==> src/rtl/rx_wake_seq.sv <==
module rx_wake_seq #(
  parameter int unsigned TICKS_20MS     = 2000,
  parameter int unsigned BIT_TICKS      = 10,
  parameter int unsigned SETTLE_TICKS   = 500,
  parameter int unsigned WIN_NOM_TICKS  = 1228,
  parameter int unsigned WIN_MID_TICKS  = 2608,
  parameter int unsigned WIN_LONG_TICKS = 6444,
  parameter int unsigned HOLD_TICKS     = 3000,
  parameter int unsigned IRQ_TICKS      = 50
) (
  input  logic       clk,
  input  logic       rst_n,
  input  logic       tick,
  input  logic       cfg_shift,
  input  logic       cfg_din,
  input  logic       cfg_load,
  input  logic [1:0] win_sel,
  input  logic       sync_det,
  input  logic       data_vld,
  output logic       osc_en,
  output logic       rx_en,
  output logic       irq,
  output logic [1:0] state,
  output logic       lna_atten,
  output logic [1:0] band,
  output logic [5:0] sleep_code
);
  localparam int unsigned CW = 9;
  localparam int unsigned SHORT_BITS = 148;
  localparam int unsigned TMAX = 64 * TICKS_20MS + SHORT_BITS * BIT_TICKS + SETTLE_TICKS
                               + WIN_NOM_TICKS + WIN_MID_TICKS + WIN_LONG_TICKS + HOLD_TICKS;
  localparam int TW = $clog2(TMAX + 1);
  localparam int IW = $clog2(IRQ_TICKS + 1);
  localparam logic [1:0] ST_SLEEP = 2'd0, ST_SETTLE = 2'd1, ST_DETECT = 2'd2, ST_RECV = 2'd3;

  logic [CW-1:0] sr;
  logic [3:0]    nbits;
  logic [1:0]    st, st_nxt, win_q;
  logic [TW-1:0] tmr, lim, win_lim;
  logic [IW-1:0] irq_cnt;
  logic          done, sync_hit;

  always_ff @(posedge clk or negedge rst_n) begin
    if (!rst_n) begin
      sr         <= '0;
      nbits      <= '0;
      lna_atten  <= 1'b0;
      band       <= 2'b00;
      sleep_code <= '0;
    end else if (cfg_load) begin
      nbits <= '0;
      if (nbits == 4'd9) begin
        lna_atten  <= sr[0];
        if (sr[2:1] != 2'b11) band <= sr[2:1];
        sleep_code <= sr[8:3];
      end
    end else if (cfg_shift) begin
      sr <= {cfg_din, sr[CW-1:1]};
      if (nbits != 4'hF) nbits <= nbits + 4'd1;
    end
  end

  always_comb begin
    case (win_q)
      2'b01:   win_lim = TW'(WIN_MID_TICKS);
      2'b10:   win_lim = TW'(WIN_LONG_TICKS);
      default: win_lim = TW'(WIN_NOM_TICKS);
    endcase
  end

  always_comb begin
    case (st)
      ST_SLEEP:  lim = (sleep_code == '0) ? TW'(SHORT_BITS * BIT_TICKS)
                                          : TW'(TICKS_20MS) * (TW'(sleep_code) + TW'(1));
      ST_SETTLE: lim = TW'(SETTLE_TICKS);
      ST_DETECT: lim = win_lim;
      default:   lim = TW'(HOLD_TICKS);
    endcase
  end

  always_comb begin
    case (st)
      ST_SLEEP:  st_nxt = ST_SETTLE;
      ST_SETTLE: st_nxt = ST_DETECT;
      default:   st_nxt = ST_SLEEP;
    endcase
  end

  assign done     = tick && (tmr >= lim - TW'(1));
  assign sync_hit = (st == ST_DETECT) && sync_det;

  always_ff @(posedge clk or negedge rst_n) begin
    if (!rst_n) begin
      st    <= ST_SLEEP;
      tmr   <= '0;
      win_q <= 2'b00;
    end else if (sync_hit) begin
      st  <= ST_RECV;
      tmr <= '0;
    end else if (st == ST_RECV && data_vld) begin
      tmr <= '0;
    end else if (done) begin
      st  <= st_nxt;
      tmr <= '0;
      if (st == ST_SETTLE) win_q <= win_sel;
    end else if (tick) begin
      tmr <= tmr + TW'(1);
    end
  end

  always_ff @(posedge clk or negedge rst_n) begin
    if (!rst_n)                    irq_cnt <= '0;
    else if (sync_hit)             irq_cnt <= IW'(IRQ_TICKS);
    else if (tick && irq_cnt != 0) irq_cnt <= irq_cnt - IW'(1);
  end

  assign state  = st;
  assign osc_en = (st != ST_SLEEP);
  assign rx_en  = (st == ST_DETECT) || (st == ST_RECV);
  assign irq    = (irq_cnt != '0);
endmodule

==> config.mk <==
export PLATFORM = sky130hd
export DESIGN_NAME = rx_wake_seq
export DESIGN_NICKNAME = d
export VERILOG_FILES = /design/src/rtl/rx_wake_seq.sv
export SDC_FILE = /design/constraint.sdc
export NUM_CORES = 1
export LEC_CHECK = 0
export ABC_AREA = 0
export BUFFER_PORTS_ARGS = -buffer_cell sky130_fd_sc_hd__buf_2
export CORE_ASPECT_RATIO = 0.9
export CORE_UTILIZATION = 40
export CTS_CLUSTER_DIAMETER = 150
export DETAILED_ROUTE_END_ITERATION = 12
export SLEW_MARGIN = 0
export SYNTH_ARGS = -nofsm -noshare
export SYNTH_HDL_FRONTEND = slang
export SYNTH_SLANG_ARGS = --single-unit
==> constraint.sdc <==
create_clock -name clk -period 8.1 [get_ports clk]
set_input_delay 1.62 -clock clk [delete_from_list [all_inputs] [get_ports clk]]
set_output_delay 1.62 -clock clk [all_outputs]
set_load 0.01 [all_outputs]
### Yosys cells after proc, flatten, opt, wreduce, memory -nomap -nowiden

Index checks and enable logic that the tools add are counted.

* logic and storage cells: 64
* register bits: 50

* equality and inequality tests: 9
* reductions and logical operators: 20
* multiplexer cells: 16
* $lt $le $gt $ge: 1
* add/sub/neg operators: 5
* $mul: 1
* bitwise logic cells: 3

Operators by type and width (number)
* $mux 18: 5
* $pmux 18 s3: 1
* $pmux 13 s2: 1
* $add 18x1->18 const B: 1
* $ge 18x18->1: 1
* $sub 18x1->18 const B: 1
* $mul 7x7->14 const A: 1
* $mux 4: 3
* $mux 6: 2
* $reduce_bool 2->1: 5
* $reduce_and 2->1: 4
* $add 6x1->7 const B: 1
* $eq 2x2->1 const B: 3
* $logic_not 6->1: 1
* $mux 2: 3
* $reduce_bool 6->1: 1
* $sub 6x1->6 const B: 1
* $add 4x1->4 const B: 1
* $eq 2x1->1 const B: 2
* $eq 4x4->1 const B: 1
* $logic_and 1x1->1: 4
* $ne 2x2->1 const B: 2
* $ne 4x4->1 const B: 1
* $pmux 2 s2: 1
* 6 further kinds: 8

### Longest topological paths before layout

* depth after elaboration: 10
* gate-level depth with buffers: 28
* depth with buffers taken out: 25

### Least setup slack after synthesis

No wires, ideal clock.

* kind: register to register
* from: reg sleep_code[0]
* to: reg tmr[16]
* required time: 7.984 ns
* setup slack: 1.372 ns
* cell stages (with the launch flop): 29
* clock period less this slack: 6.728 ns
* arrival: 6.612 ns
* cells stage by stage: dfrtp_1 clkbuf_1 nand3_1 xor2_1 inv_1 ha_1 xnor2_1 inv_1 ha_1 fa_1 inv_1 fa_1 inv_1 ha_1 o21ai_0 nor3_1 or3_1 a211oi_1 nand2b_1 a21oi_1 ha_1 a21o_1 a21o_1 a221oi_1 o221a_2 buf_2 clkbuf_1 nand4_1 o311ai_0

* cells in the longest elaborated chain, start to end: 10
* elaborated cells between the ends (all ways): 12
* classes of those cells: add/sub: 2; mul: 1; order compare: 1; mux: 5; reduce/logical: 3

RTL lines
* from (decl): RTL line 26 `output logic [5:0] sleep_code`
* from (signal assigned): RTL line 55 `sleep_code <= sr[8:3];`
* $add 6x1->7: RTL line 74 `: TW'(TICKS_20MS) * (TW'(sleep_code) + TW'(1));`
* $mul 7x7->14: RTL line 74
* $mux 18 *: RTL line 73 `ST_SLEEP: lim = (sleep_code == '0) ? TW'(SHORT_BITS * BIT_TICKS)`
* $pmux 18 s3 *: RTL line 72 `case (st)`
* $sub 18x1->18 *: RTL line 89 `assign done = tick && (tmr >= lim - TW'(1));`
* $ge 18x18->1 *: RTL line 89
* $logic_and 1x1->1 *: RTL line 89
* $mux 18: RTL line 102 `end else if (done) begin`
* $mux 18: RTL line 100 `end else if (st == ST_RECV && data_vld) begin`
* $mux 18: RTL line 97 `end else if (sync_hit) begin`
* to (signal assigned): RTL line 107 `tmr <= tmr + TW'(1);`
* to (decl): RTL line 39 `logic [TW-1:0] tmr, lim, win_lim;`

Mark *: on every way between the ends. The rest lies on a longest branch, timed or not.
A chain may end at the register's enable or synchronous reset.

### Worst setup path in the final report

Ends and elaborated chain as after synthesis.

==> results by group <==
CTS
  • Post-CTS sizing: 0
  • CTS Buffer Depth: 2
  • Clock slew at reported path FFs: 0.07 ns
  • Clock tree root buffer cell: clkbuf_16
  • CTS Buf Count: 5
  • Clock sinks: 50
  • CTS hold repair buffers: 0
  • Worst-skew pair later-pin latency: 0.29 ns
  • Post-CTS repair timing setup buffer count: 0
  • TritonCTS clock tree: built
  • H-tree depth: 2

Cells and area
  • Layout area overhead: 9.13%
  • Register area: 1250 sq um
  • Fraction of layout cells with a size suffix above 1: 0.133
  • Final cell count without fillers: 676
  • Ant. Diodes: 0
  • Layout fillers: 1147
  • Multi-input logic area: 3190 sq um
  • Post-route cell area: 5080 sq um
  • Net count, final: 602

Synthesis
  • Yosys reg bits: 50
  • Synth Area in Adders: 0.214
  • Post-synthesis xor/xnor area fraction: 0.0747
  • Synth Net Count: 584
  • Seq/Total Area, Yosys: 0.269
  • Ys Warns: 0
  • Post-synthesis cell count: 501
  • Post-synthesis mux area share: 0.0591
  • Area share of and/or/nand/nor cells after synthesis: 0.184
  • Post-synth EDFFs: 0
  • Mapped Area: 4660 sq um
  • FFs w/ async S/R, synth: 1.00
  • Avg Cell Area, Syn: 9.30 sq um
  • Largest family of logic cells by synthesized area: adder cells
  • Compound-Gate Fraction of Synth Area: 0.151
  • Most used DFF post-synth: dfrtp_1
  • Post-synthesis cell type count: 66

Timing
  • Final worst-path cycle share: 0.906
  • Pins Over Slew Limit: 0
  • Tmin final: 7.34 ns
  • Hold Slack: 0.503 ns
  • Worst-margin pin slew: 0.987 ns
  • Fin. Hold Viols: 0
  • Max_slew headroom: 0.342
  • RSZ-0062 raised after global routing: false
  • Setup_tns: 0 ns
  • Endpoints failing setup: 0
  • Fmax: 136 MHz
  • Layout Skew: 0.00663 ns

Status
  • Status: finished clean

Route
  • DRT antenna net count: 0
  • Via-to-Cell Ratio: 5.37
  • DRC: 0
  • Via Count: 3628
  • Number of iterations in the first detailed-routing pass: 4
  • Detailed Route WL: 9330 um
  • 1st-iter DRT viols: 151
  • Routed length per placed instance: 13.8 um

Critical path
  • Critical path launch point type: register
  • Crit path kind: register to register
  • Crit path from: sleep_code[0]
  • Worst Setup End Kind: register
  • Reg-to-Reg End: tmr[16]
  • Max FO, Critical Path: 17
  • Critical path required time: 8.26 ns
  • FF-to-FF setup slack: 0.76 ns
  • Worst R2R Start: sleep_code[0]
  • CP endpoint: tmr[16]
  • Reg2Reg Depth: 25
  • CP Data Arrival Time: 7.50 ns

Pwr
  • Combinational share of power: 0.172
  • Power Total: 670 uW
  • Max rail drop VDD: 115 uV
  • Sequential power share: 0.480
  • Switching share of power: 0.269
  • Total power divided by cell area: 132 nW/um^2
  • Clock power frac: 0.348
  • Int Pwr: 490 uW
  • Switch Pwr: 180 uW
  • Leakage Power: 0.00254 uW

Floorplanning
  • Full die area: 12100 sq um
  • Row cnt: 37
  • Initial Util: 0.409
  • # IOs: 24
  • Core area: 11400 sq um
  • Die height: 104 um
  • Die width: 116 um

Global route
  • First-pass GRT wire length: 16300 um
  • Grt met2 use: 0.257
  • Number of global-route vias before repair: 3434
  • GR Overflow Total: 0
  • Met1 Usage GRT: 0.245
  • GRT met3 Usage: 0.0140
  • Initial antenna violation count: 0
  • GRT Total Usage: 0.165
  • Gr busiest metal: met2
  • Largest net degree at the start of global routing: 51

Min path
  • Hold Crit Class: register to register

Place
  • Post-DP HPWL: 7460 um
  • Placed insts: 668
  • Final GP Congestion: 0.816
  • Placed Instance Area: 4910 sq um
  • # port buffers: 23

Job
  • Max_cap viols: 0
[critical path, cell delays in order (launching register included)]
cell and delay, ns:
dfrtp_1 0.62, nand3_1 0.15, xor2_1 0.33, inv_1 0.17, ha_1 0.36, xnor2_1 0.23, inv_1 0.07, ha_1 0.32
fa_1 0.52, inv_1 0.06, fa_1 0.53, inv_1 0.04, ha_1 0.37, o21ai_1 0.35, nor3_1 0.12, or3_1 0.35
a211oi_1 0.45, nand4_1 0.19, mux2i_1 0.23, ha_1 0.28, nand4_1 0.12, nor2_1 0.07, a221oi_1 0.26, o221a_2 0.44
nand2_1 0.15, o311ai_0 0.40
[routing by layer]
metal | up-vias | wire length (um)
met4 | 0 | 84
met2 | 48 | 4290
met1 | 1739 | 4720
met5 | - | 0
li1 | 1834 | -
met3 | 7 | 232
[worst min-delay path by stage]
stage / endpoint / startpoint / cells after the start
floorplan: lna_atten / sr[0] / 1
global placement: band[0] / band[0] / 2
detailed placement: lna_atten / lna_atten / 1
CTS: lna_atten / lna_atten / 1
global route: lna_atten / lna_atten / 1
finish: band[1] / band[1] / 2
[cell usage in the layout, fill, tap and decap left out, drive strengths merged, types with 7 or more instances in the layout]
cell type	count
nand2	30
buf	25
a21o	11
nand3	21
inv	42
ha	62
mux2	20
nand2b	10
xnor2	20
nand4	7
xor2	17
a21oi	19
dfrtp	50
nor2	42
fa	11
nor3	11
o21ai	16
[cell usage after synthesis, types with 13 or more instances]
cell     count  area [sq um]
nand2_1     30           113
ha_1        62           776
xor2_1      17           149
inv_1       42           158
dfrtp_1     50          1250
nand3_1     21           105
o21ai_0     13          65.1
nor2_1      41           154
xnor2_1     20           175
a21oi_1     19          95.1
mux2_2      20           225
[area by class of cell]
type / instances / share of cell area
Sequential cell: 50 / 0.246
Clock inverter: 3 / 0.00787
Inverter: 42 / 0.0310
Multi-Input combinational cell: 395 / 0.626
Tap cell: 156 / 0.0384
Clock buffer: 5 / 0.0246
Timing Repair Buffer: 25 / 0.0256
[power by group through the flow]
stage | Clock, uW | Sequential (uW) | Combinational, uW
6_report | 233 | 321 | 115
3_5_place_dp | 0 | 326 | 117
3_3_place_gp | 0 | 325 | 112
5_1_grt | 249 | 329 | 133
2_1_floorplan | 0 | 316 | 91.1
4_1_cts | 240 | 322 | 118
[kinds of logic after synthesis]
group	Yosys count
simple gates	161
compound gates	98
fa+ha+maj	73
buf+inv	56
flops	50
xor+xnor	38
mux	25
[stage by stage]
stage / setup WS [ns] / utilization
after global routing: 0.0523 / 0.446
final: 0.758 / 0.446
after detailed placement: 0.564 / 0.432
after global placement: 0.795 / 0.432
after CTS: 0.527 / 0.446
after floorplan: 1.37 / -
[flip-flops by register name, summed over array words and instances (netlist names)]
signal      count
tmr            18
sr              9
irq_cnt         6
sleep_code      6
nbits           4
band            2
state           2
win_q           2
lna_atten       1
(Power assumes the default switching activity.)
